<file path="config.mk">
export PLATFORM = sky130hd
export DESIGN_NAME = fraggen_dual
export DESIGN_NICKNAME = d
export VERILOG_FILES = /design/src/rtl/fg_pkg.sv /design/src/rtl/fg_reissue_fifo.sv /design/src/rtl/fg_domain_walker.sv /design/src/rtl/fg_issue_ctrl.sv /design/src/rtl/fraggen_dual.sv
export SDC_FILE = /design/constraint.sdc
export NUM_CORES = 1
export LEC_CHECK = 0
export ABC_AREA = 1
export BUFFER_PORTS_ARGS = -buffer_cell sky130_fd_sc_hd__buf_2
export CORE_ASPECT_RATIO = 0.5
export CORE_MARGIN = 1
export CORE_UTILIZATION = 28
export CTS_BUF_LIST = sky130_fd_sc_hd__clkbuf_2
export CTS_CLUSTER_DIAMETER = 60
export DETAILED_ROUTE_END_ITERATION = 10
export MAX_ROUTING_LAYER = met4
export PLACE_DENSITY = 0.39
export SLEW_MARGIN = 10
export SYNTH_ARGS = -nofsm -noshare
export SYNTH_HDL_FRONTEND = slang
export SYNTH_SLANG_ARGS = --single-unit
</file>
<file path="constraint.sdc">
create_clock -name clk -period 4.3 [get_ports clk]
set_input_delay 1.075 -clock clk [delete_from_list [all_inputs] [get_ports clk]]
set_output_delay 1.075 -clock clk [all_outputs]
set_load 0.05 [all_outputs]
</file>
<file path="src/rtl/fg_pkg.sv">
`timescale 1ns/1ps
package fg_pkg;
  // source feeding the output register on an advance cycle
  typedef enum logic [1:0] {
    SRC_NONE = 2'd0,
    SRC_DUP  = 2'd1,
    SRC_RQ   = 2'd2,
    SRC_DOM  = 2'd3
  } fg_src_e;
endpackage

</file>
<file path="src/rtl/fg_reissue_fifo.sv">
`timescale 1ns/1ps
module fg_reissue_fifo #(
  parameter int CW    = 12,
  parameter int DEPTH = 8
) (
  input  logic          clk,
  input  logic          rst_n,
  input  logic          push,
  input  logic [CW-1:0] push_x,
  input  logic [CW-1:0] push_y,
  input  logic          pop,
  output logic [CW-1:0] head_x,
  output logic [CW-1:0] head_y,
  output logic          empty,
  output logic          full
);
  localparam int AW = (DEPTH > 1) ? $clog2(DEPTH) : 1;
  localparam logic [AW:0] CNT_FULL = (AW+1)'(DEPTH);
  localparam logic [AW-1:0] LAST = AW'(DEPTH - 1);

  logic [2*CW-1:0] mem [DEPTH];
  logic [AW-1:0]   wp, rp;
  logic [AW:0]     cnt;

  assign empty = (cnt == '0);
  assign full  = (cnt == CNT_FULL);
  assign head_x = mem[rp][2*CW-1:CW];
  assign head_y = mem[rp][CW-1:0];

  always_ff @(posedge clk) begin
    if (push) mem[wp] <= {push_x, push_y};
  end

  always_ff @(posedge clk or negedge rst_n) begin
    if (!rst_n) begin
      wp  <= '0;
      rp  <= '0;
      cnt <= '0;
    end else begin
      if (push) wp <= (wp == LAST) ? '0 : wp + 1'b1;
      if (pop)  rp <= (rp == LAST) ? '0 : rp + 1'b1;
      case ({push, pop})
        2'b10:   cnt <= cnt + 1'b1;
        2'b01:   cnt <= cnt - 1'b1;
        default: cnt <= cnt;
      endcase
    end
  end

  // a lone push raises the occupancy by one
  p_push_grows_r7: assert property (@(posedge clk) disable iff (!rst_n)
    push && !pop |=> cnt == $past(cnt) + 1'b1);
  // no push is offered into a full queue
  p_no_overflow_r7: assert property (@(posedge clk) disable iff (!rst_n)
    full |-> !push || pop);
  // the issue stage never pops an empty queue
  p_no_underflow_r5: assert property (@(posedge clk) disable iff (!rst_n)
    pop |-> !empty);
endmodule

</file>
<file path="src/rtl/fg_domain_walker.sv">
`timescale 1ns/1ps
module fg_domain_walker #(
  parameter int CW = 12
) (
  input  logic          clk,
  input  logic          rst_n,
  input  logic          load,
  input  logic [CW-1:0] w,
  input  logic [CW-1:0] h,
  input  logic          step,
  output logic          active,
  output logic [CW-1:0] cur_x,
  output logic [CW-1:0] cur_y
);
  logic [CW-1:0] w_r, h_r;
  logic          row_end, col_end;

  assign row_end = (cur_x == w_r - 1'b1);
  assign col_end = (cur_y == h_r - 1'b1);

  always_ff @(posedge clk or negedge rst_n) begin
    if (!rst_n) begin
      w_r    <= '0;
      h_r    <= '0;
      cur_x  <= '0;
      cur_y  <= '0;
      active <= 1'b0;
    end else if (load) begin
      w_r    <= w;
      h_r    <= h;
      cur_x  <= '0;
      cur_y  <= '0;
      active <= (w != '0) && (h != '0);
    end else if (step && active) begin
      if (row_end) begin
        cur_x <= '0;
        if (col_end) active <= 1'b0;
        else         cur_y  <= cur_y + 1'b1;
      end else begin
        cur_x <= cur_x + 1'b1;
      end
    end
  end

  // inside a row x advances by one and y holds
  p_x_fastest_r2: assert property (@(posedge clk) disable iff (!rst_n)
    active && step && !load && !row_end |=>
      cur_x == $past(cur_x) + 1'b1 && cur_y == $past(cur_y));
  // a row wrap returns x to zero
  p_row_wrap_r2: assert property (@(posedge clk) disable iff (!rst_n)
    active && step && !load && row_end && !col_end |=>
      cur_x == '0 && cur_y == $past(cur_y) + 1'b1);
  // the issue stage only steps a live walk
  p_step_live_r2: assert property (@(posedge clk) disable iff (!rst_n)
    step |-> active);
endmodule

</file>
<file path="src/rtl/fg_issue_ctrl.sv">
`timescale 1ns/1ps
module fg_issue_ctrl
  import fg_pkg::*;
#(
  parameter int CW = 12
) (
  input  logic          clk,
  input  logic          rst_n,
  input  logic          dup_dom,
  input  logic          rq_empty,
  input  logic [CW-1:0] rq_x,
  input  logic [CW-1:0] rq_y,
  output logic          rq_pop,
  input  logic          dom_active,
  input  logic [CW-1:0] dom_x,
  input  logic [CW-1:0] dom_y,
  output logic          dom_step,
  output logic          out_valid,
  input  logic          out_ready,
  output logic [CW-1:0] out_x,
  output logic [CW-1:0] out_y,
  output logic          out_copy,
  output logic          idle
);
  logic          adv;
  logic          pend;
  logic [CW-1:0] pend_x, pend_y;
  fg_src_e       sel;

  assign adv = !out_valid || out_ready;

  always_comb begin
    sel = SRC_NONE;
    if (adv) begin
      if (pend)            sel = SRC_DUP;
      else if (!rq_empty)  sel = SRC_RQ;
      else if (dom_active) sel = SRC_DOM;
    end
  end

  assign rq_pop   = (sel == SRC_RQ);
  assign dom_step = (sel == SRC_DOM);
  assign idle     = !out_valid && !pend;

  always_ff @(posedge clk or negedge rst_n) begin
    if (!rst_n) begin
      out_valid <= 1'b0;
      out_x     <= '0;
      out_y     <= '0;
      out_copy  <= 1'b0;
      pend      <= 1'b0;
      pend_x    <= '0;
      pend_y    <= '0;
    end else if (adv) begin
      case (sel)
        SRC_DUP: begin
          out_valid <= 1'b1;
          out_x     <= pend_x;
          out_y     <= pend_y;
          out_copy  <= 1'b1;
          pend      <= 1'b0;
        end
        SRC_RQ: begin
          out_valid <= 1'b1;
          out_x     <= rq_x;
          out_y     <= rq_y;
          out_copy  <= 1'b0;
          pend      <= 1'b1;
          pend_x    <= rq_x;
          pend_y    <= rq_y;
        end
        SRC_DOM: begin
          out_valid <= 1'b1;
          out_x     <= dom_x;
          out_y     <= dom_y;
          out_copy  <= 1'b0;
          pend      <= dup_dom;
          pend_x    <= dom_x;
          pend_y    <= dom_y;
        end
        default: out_valid <= 1'b0;
      endcase
    end
  end

  // the walk moves only when no retry waits and no pair is open
  p_retry_first_r6: assert property (@(posedge clk) disable iff (!rst_n)
    dom_step |-> rq_empty && !pend);
  // a second copy is always preceded by an open first copy
  p_pair_closes_r3: assert property (@(posedge clk) disable iff (!rst_n)
    adv && pend |=> out_valid && out_copy);
endmodule

</file>
<file path="src/rtl/fraggen_dual.sv">
`timescale 1ns/1ps
module fraggen_dual #(
  parameter int CW    = 12,
  parameter int DEPTH = 8
) (
  input  logic          clk,
  input  logic          rst_n,
  input  logic          start,
  input  logic [CW-1:0] dom_w,
  input  logic [CW-1:0] dom_h,
  input  logic          reliable,
  input  logic          drain_idle,
  input  logic          rq_valid,
  output logic          rq_ready,
  input  logic [CW-1:0] rq_x,
  input  logic [CW-1:0] rq_y,
  output logic          frag_valid,
  input  logic          frag_ready,
  output logic [CW-1:0] frag_x,
  output logic [CW-1:0] frag_y,
  output logic          frag_copy,
  output logic          done
);
  logic          dom_active, dom_step;
  logic [CW-1:0] dom_x, dom_y;
  logic          q_empty, q_full, q_pop, q_push;
  logic [CW-1:0] q_x, q_y;
  logic          issue_idle;
  logic          mode_r;
  logic          start_acc;
  logic          armed;
  logic          done_cond;
  logic [CW-1:0] lf_x, lf_y;

  assign start_acc = start && !dom_active;
  assign rq_ready  = !q_full;
  assign q_push    = rq_valid && !q_full;

  always_ff @(posedge clk or negedge rst_n) begin
    if (!rst_n) mode_r <= 1'b0;
    else if (start_acc) mode_r <= reliable;
  end

  fg_domain_walker #(.CW(CW)) u_walk (
    .clk    (clk),
    .rst_n  (rst_n),
    .load   (start_acc),
    .w      (dom_w),
    .h      (dom_h),
    .step   (dom_step),
    .active (dom_active),
    .cur_x  (dom_x),
    .cur_y  (dom_y)
  );

  fg_reissue_fifo #(.CW(CW), .DEPTH(DEPTH)) u_rq (
    .clk    (clk),
    .rst_n  (rst_n),
    .push   (q_push),
    .push_x (rq_x),
    .push_y (rq_y),
    .pop    (q_pop),
    .head_x (q_x),
    .head_y (q_y),
    .empty  (q_empty),
    .full   (q_full)
  );

  fg_issue_ctrl #(.CW(CW)) u_issue (
    .clk        (clk),
    .rst_n      (rst_n),
    .dup_dom    (mode_r),
    .rq_empty   (q_empty),
    .rq_x       (q_x),
    .rq_y       (q_y),
    .rq_pop     (q_pop),
    .dom_active (dom_active),
    .dom_x      (dom_x),
    .dom_y      (dom_y),
    .dom_step   (dom_step),
    .out_valid  (frag_valid),
    .out_ready  (frag_ready),
    .out_x      (frag_x),
    .out_y      (frag_y),
    .out_copy   (frag_copy),
    .idle       (issue_idle)
  );

  // completion: armed by new work, fired once everything has left
  assign done_cond = armed && !dom_active && q_empty && issue_idle &&
                     drain_idle && !start_acc && !q_push;

  always_ff @(posedge clk or negedge rst_n) begin
    if (!rst_n) begin
      armed <= 1'b0;
      done  <= 1'b0;
    end else begin
      done <= done_cond;
      if (start_acc || q_push) armed <= 1'b1;
      else if (done_cond)      armed <= 1'b0;
    end
  end

  // last accepted beat, used to relate the two copies of a pair
  always_ff @(posedge clk or negedge rst_n) begin
    if (!rst_n) begin
      lf_x <= '0;
      lf_y <= '0;
    end else if (frag_valid && frag_ready) begin
      lf_x <= frag_x;
      lf_y <= frag_y;
    end
  end

  // a stalled beat is held unchanged
  p_hold_stalled_r8: assert property (@(posedge clk) disable iff (!rst_n)
    frag_valid && !frag_ready |=>
      frag_valid && $stable(frag_x) && $stable(frag_y) && $stable(frag_copy));
  // the second copy repeats the coordinate just accepted
  p_copy_match_r3: assert property (@(posedge clk) disable iff (!rst_n)
    frag_valid && frag_copy |-> frag_x == lf_x && frag_y == lf_y);
  // completion never overlaps live output or walk
  p_done_quiet_r10: assert property (@(posedge clk) disable iff (!rst_n)
    done |-> !frag_valid && !dom_active);
  // completion is a single-cycle pulse
  p_done_pulse_r10: assert property (@(posedge clk) disable iff (!rst_n)
    done |=> !done);
endmodule

</file>
== Word-level counts from Yosys, hierarchy flattened ==
Memories as Yosys holds them, arrays and structs flattened.
Index checks and enable logic that the tools add are counted.

* Register bits after elaboration: 113
* Memory bits (writable): 192
* Output and inout port bits: 28
* Word-level logic and storage cells: 104
* Memories: 1

{| class="wikitable"
|+ Memories
! name !! words !! bits a word !! rd ports !! clocked after memory_dff !! wr ports !! RTL line !! RTL
|-
| u_rq.mem || 8 || 24 || 1 || 0 || 1 || fg_reissue_fifo.sv:21 || <nowiki>logic [2*CW-1:0] mem [DEPTH];</nowiki>
|}

* Add/sub/neg operators: 8
* Equality and inequality tests: 11
* Multiplexer cells: 29
* Reduce and logical (&&, ||, !) cells: 37

{| class="wikitable"
|+ Operator list
! kind !! count
|-
| two-way mux 12 bit || 7
|-
| case mux 12 bit (3 select lines) || 2
|-
| case mux 12 bit (2 select lines) || 2
|-
| adder 12 x 1 -> 12 bit (second input constant) || 2
|-
| equality test 12 bit || 2
|-
| nonzero test 12 bit || 2
|-
| subtractor 12 x 1 -> 12 bit (second input constant) || 2
|-
| nonzero test 2 bit || 7
|-
| logical AND 1 bit || 11
|-
| two-way mux 1 bit || 9
|-
| two-way mux 2 bit || 4
|-
| case mux 4 bit (2 select lines) || 1
|-
| adder 3 x 1 -> 3 bit (second input constant) || 2
|-
| equality test 2 bit (second input constant) || 3
|-
| equality test 3 bit (second input constant) || 2
|-
| logical NOT 1 bit || 6
|-
| two-way mux 3 bit || 2
|-
| AND reduction 2 bit || 3
|-
| AND reduction 3 bit || 2
|-
| adder 4 x 1 -> 4 bit (second input constant) || 1
|-
| equality test 2 x 1 -> 1 bit (second input constant) || 2
|-
| equality test 4 bit (second input constant) || 1
|-
| logical NOT 4 bit || 1
|-
| subtractor 4 x 1 -> 4 bit (second input constant) || 1
|-
| 7 further kinds || 8
|}

== Longest topological paths before layout ==
* Depth in word-level cells: 9
* Gate-level depth with buffers: 18
* Depth with buffers taken out: 17

== By module ==
From an unflattened synthesis, not the netlist that was laid out.

* Cells, all modules: 1399
* Area, all modules: 14000.9 um2

{| class="wikitable"
|+ By module, submodules not included
! module !! instances !! cells each !! area each (um2)
|-
| fg_reissue_fifo || 1 || 624 || 8034.0
|-
| fg_domain_walker || 1 || 493 || 3464.6
|-
| fg_issue_ctrl || 1 || 261 || 2342.2
|-
| fraggen_dual || 1 || 21 || 160.2
|}

== Worst setup path before layout ==
Ideal clock, no wire load.

* Kind: input to register
* Start point: input frag_ready
* End point: register u_rq.cnt[3]
* Setup time: 0.121 ns
* Arrival: 2.870 ns
* Required time: 4.179 ns
* Setup slack: 1.308 ns
* Cell stages on the path: 14
* Path through: nor2_1 -> nor2_1 -> nand2_1 -> inv_1 -> clkbuf_1 -> ha_1 -> ha_1 -> nand2_1 -> nor2_1 -> a211oi_1 -> nor2_1 -> nor2_1 -> nand2_1 -> xor2_1

* Longest elaborated chain between the ends: 5
* Elaborated cells on any way between the ends: 7

{| class="wikitable"
|+ RTL lines
! element !! RTL line !! RTL
|-
| from (decl) || fraggen_dual.sv:18 || <nowiki>input logic frag_ready,</nowiki>
|-
| logical OR 1 bit * || fg_issue_ctrl.sv:30 || <nowiki>assign adv = !out_valid || out_ready;</nowiki>
|-
| two-way mux 2 bit * || fg_issue_ctrl.sv:34 || <nowiki>if (adv) begin</nowiki>
|-
| equality test 2 bit * || fg_issue_ctrl.sv:41 || <nowiki>assign rq_pop = (sel == SRC_RQ);</nowiki>
|-
| equality test 2 x 1 -> 1 bit or equality test 2 bit (tied branches) || fg_reissue_fifo.sv:42 || <nowiki>case ({push, pop})</nowiki>
|-
| case mux 4 bit (2 select lines) or nonzero test 2 bit (tied branches) || -- ||
|-
| to (signal assigned) || fg_reissue_fifo.sv:43 || <nowiki>2'b10: cnt <= cnt + 1'b1;</nowiki>
|-
| to (signal assigned) || fg_reissue_fifo.sv:44 || <nowiki>2'b01: cnt <= cnt - 1'b1;</nowiki>
|-
| to (signal assigned) || fg_reissue_fifo.sv:45 || <nowiki>default: cnt <= cnt;</nowiki>
|-
| to (decl) || fg_reissue_fifo.sv:23 || <nowiki>logic [AW:0] cnt;</nowiki>
|}

Every way passes the cells marked *; elsewhere a longest branch is shown, timed or not.
A chain may end at the register's enable or synchronous reset.

== Final worst setup path ==
* Start point: register u_rq.cnt[1]
* End point: output rq_ready

* Longest elaborated chain between the ends: 2

{| class="wikitable"
|+ RTL lines
! element !! RTL line !! RTL
|-
| equality test 4 bit || fg_reissue_fifo.sv:26 || <nowiki>assign full = (cnt == CNT_FULL);</nowiki>
|-
| logical NOT 1 bit || fraggen_dual.sv:36 || <nowiki>assign rq_ready = !q_full;</nowiki>
|-
| to (decl) || fraggen_dual.sv:14 || <nowiki>output logic rq_ready,</nowiki>
|}

No other way between the ends.

==> results.cfg <==
[run_status]
outcome = complete, no violations

[yosys]
syn-num-nets = 1322
netlist_area_mm2 = 0.0133
yosys.cell_count.top_type = nand2_1
synthTopCellsByCount = nand2_1, edfxtp_1, nor2_1, o21ai_0, dfrtp_1
synthCells = 1255
ys_ff_latch = 305
synth.top_cell.area_share = 0.433
syn_avg_cell_area_um2 = 10.6
synth_edf_count = 192
synth_top_area_cell = edfxtp_1
ys.flop_type = edfxtp_1
synth.area.top_cells = edfxtp_1, dfrtp_1, nand2_1
yosysWarnings = 0
synth_cell_type_count = 42
async_reset_ff_frac = 0.370
seq_area_frac_synth = 0.646

[setup_path]
cpMaxStageDelayCell = dfrtp_1
worstSetupPathType = reg2out
cp.arrival_ps = 1830
regToRegSetupSlack_ps = 1450
critPathLaunchType = flip-flop
crit_path_max_incr_delay_ps = 420
path_cells = nor2_1 > nand3_1 > buf_2
cp_max_fo = 4
worst-endpoint-required_ps = 3220
ff2ff_path_depth = 7
crit_path_end_kind = primary output

[cells_and_area]
final_core_util = 0.323
final_cell_area_mm2 = 0.0151
multi_input_area_mm2 = 0.00420
fill_cells = 4828
final_cells = 2066
drive_gt1_frac = 0.191
area_growth_pct = 13.8
fin_nets = 1445
regArea_mm2 = 0.00859

[floorplan]
die_w_um = 310
io_pins = 83
coreArea_mm2 = 0.0469
start_util = 0.284
row_count = 56
dieArea_mm2 = 0.0485
die_h_um = 156

[place]
gp_congestion = 0.801
placedCellCount = 1938
io_buffers = 82
dp_slack_ps = 1140
hpwlAfterDp_um = 22900
place_area_mm2 = 0.0145

[timing]
fin_skew_ps = 66.8
fin_crit_sh = 0.675
fmax_mhz = 345
fin_crit_ps = 2900
setup_violations = 0
fin_ws_ps = 1400
holdWs_ps = 122
hold_viol = 0
slew-limit-headroom = 0.280
tightestPinTransition_ps = 1080
slew_viol_final = 0
fin_tns_setup_ps = 0
rsz0062_at_grt = no

[route]
drt_iter0_drc = 708
drtAntennaViolNets = 0
drcViolationCount = 0
wl_per_cell_um = 18.2
drt_pre_antenna_iters = 5
wl_um = 37700
vias = 9708
viasPerCell = 4.70

[clock_tree]
cts_num_sinks = 305
cts_setup_buffers = 0
root_buffer = clkbuf_2
cts_buffer_depth = 3
hold_buffers = 0
htree_levels = 3
numCtsBuffers = 76
ctsResizeCount = 0
tritoncts = yes
clock_latency_ps = 980
clkTransAtPathRegs_ps = 120

[global_routing]
track_usage = 0.162
grt_pass1_vias = 9706
overflow = 0
grt_max_degree = 99
grt_pass1_wl_um = 57500
grt_antenna_before_repair = 1

[min_path]
hold_class = in2async

[run]
maxCapViolations = 0

[power]
power.total_mw = 9.21
power_density_mw_per_mm2 = 608
leakage_nw = 6.13
max-vdd-ir-drop_uv = 270
[worst max-delay path, delay by kind of cell (launching register included)]
family / cells / cell delay [ps]
DFF: 1 / 420
and+or+nand+nor: 2 / 260
buffers and inverters: 1 / 220
[layout by cell type (no fill, tap or decap), drive strengths merged, types with 11 or more instances in the layout]
cell	instances
xor2	25
ha	11
clkbuf	113
o211ai	12
buf	104
nand2	274
edfxtp	192
o21ai	131
inv	76
nor2	173
o221ai	48
nand3	82
dfrtp	113
[cells by family after synthesis]
group | share of synthesized area
flops | 0.646
compound gates | 0.0969
fa+ha+maj | 0.0118
simple gates | 0.182
buf+inv | 0.0400
xor+xnor | 0.0234
[worst paths after layout]
kind / startpoint / end
hold / removal: rst_n / u_issue.pend_y[10]
hold reg to reg: u_issue.out_copy / u_issue.out_copy
min in group clk: dom_w[5] / u_walk.w_r[5]
setup / recovery: u_rq.cnt[1] / rq_ready
max in group asynchronous: rst_n / u_issue.pend_x[8]
setup reg to reg: u_rq.cnt[1] / u_issue.out_y[9]
[power by group]
| part | internal, mW | switching, mW | leakage, nW |
|---|---|---|---|
| clock | 0.818 | 1.22 | 0.524 |
| sequential | 3.72 | 0.288 | 3.14 |
| combinational | 0.846 | 2.32 | 2.46 |
[cell type report]
cell class,instances,area share
timing repair buffer,104,0.0382
clock inverter,14,0.00818
multi-input combinational,817,0.278
inverter,74,0.0184
antenna,1,0.000165
tap,638,0.0527
sequential,305,0.567
clock buffer,113,0.0373
[layer usage]
| layer | routed length (um) | vias up | global-route usage |
|---|---|---|---|
| li1 | - | 4624 | - |
| met1 | 18300 | 4812 | 0.218 |
| met2 | 17000 | 210 | 0.245 |
| met3 | 1690 | 62 | 0.0345 |
| met4 | 661 | 0 | 0.0497 |
| met5 | 0 | - | - |
[flip-flops by register name, indices dropped and copies added, names as in the netlist]
signal	flops
u_walk.active	1
u_walk.cur_x	12
mode_r	1
u_rq.cnt	4
u_walk.w_r	12
u_walk.cur_y	12
u_rq.rp	3
u_issue.pend_x	12
u_issue.out_valid	1
u_issue.out_y	12
u_issue.out_x	12
done	1
u_issue.pend	1
u_issue.pend_y	12
armed	1
u_walk.h_r	12
u_issue.out_copy	1
u_rq.mem	192
u_rq.wp	3
(Power assumes the default switching activity.)
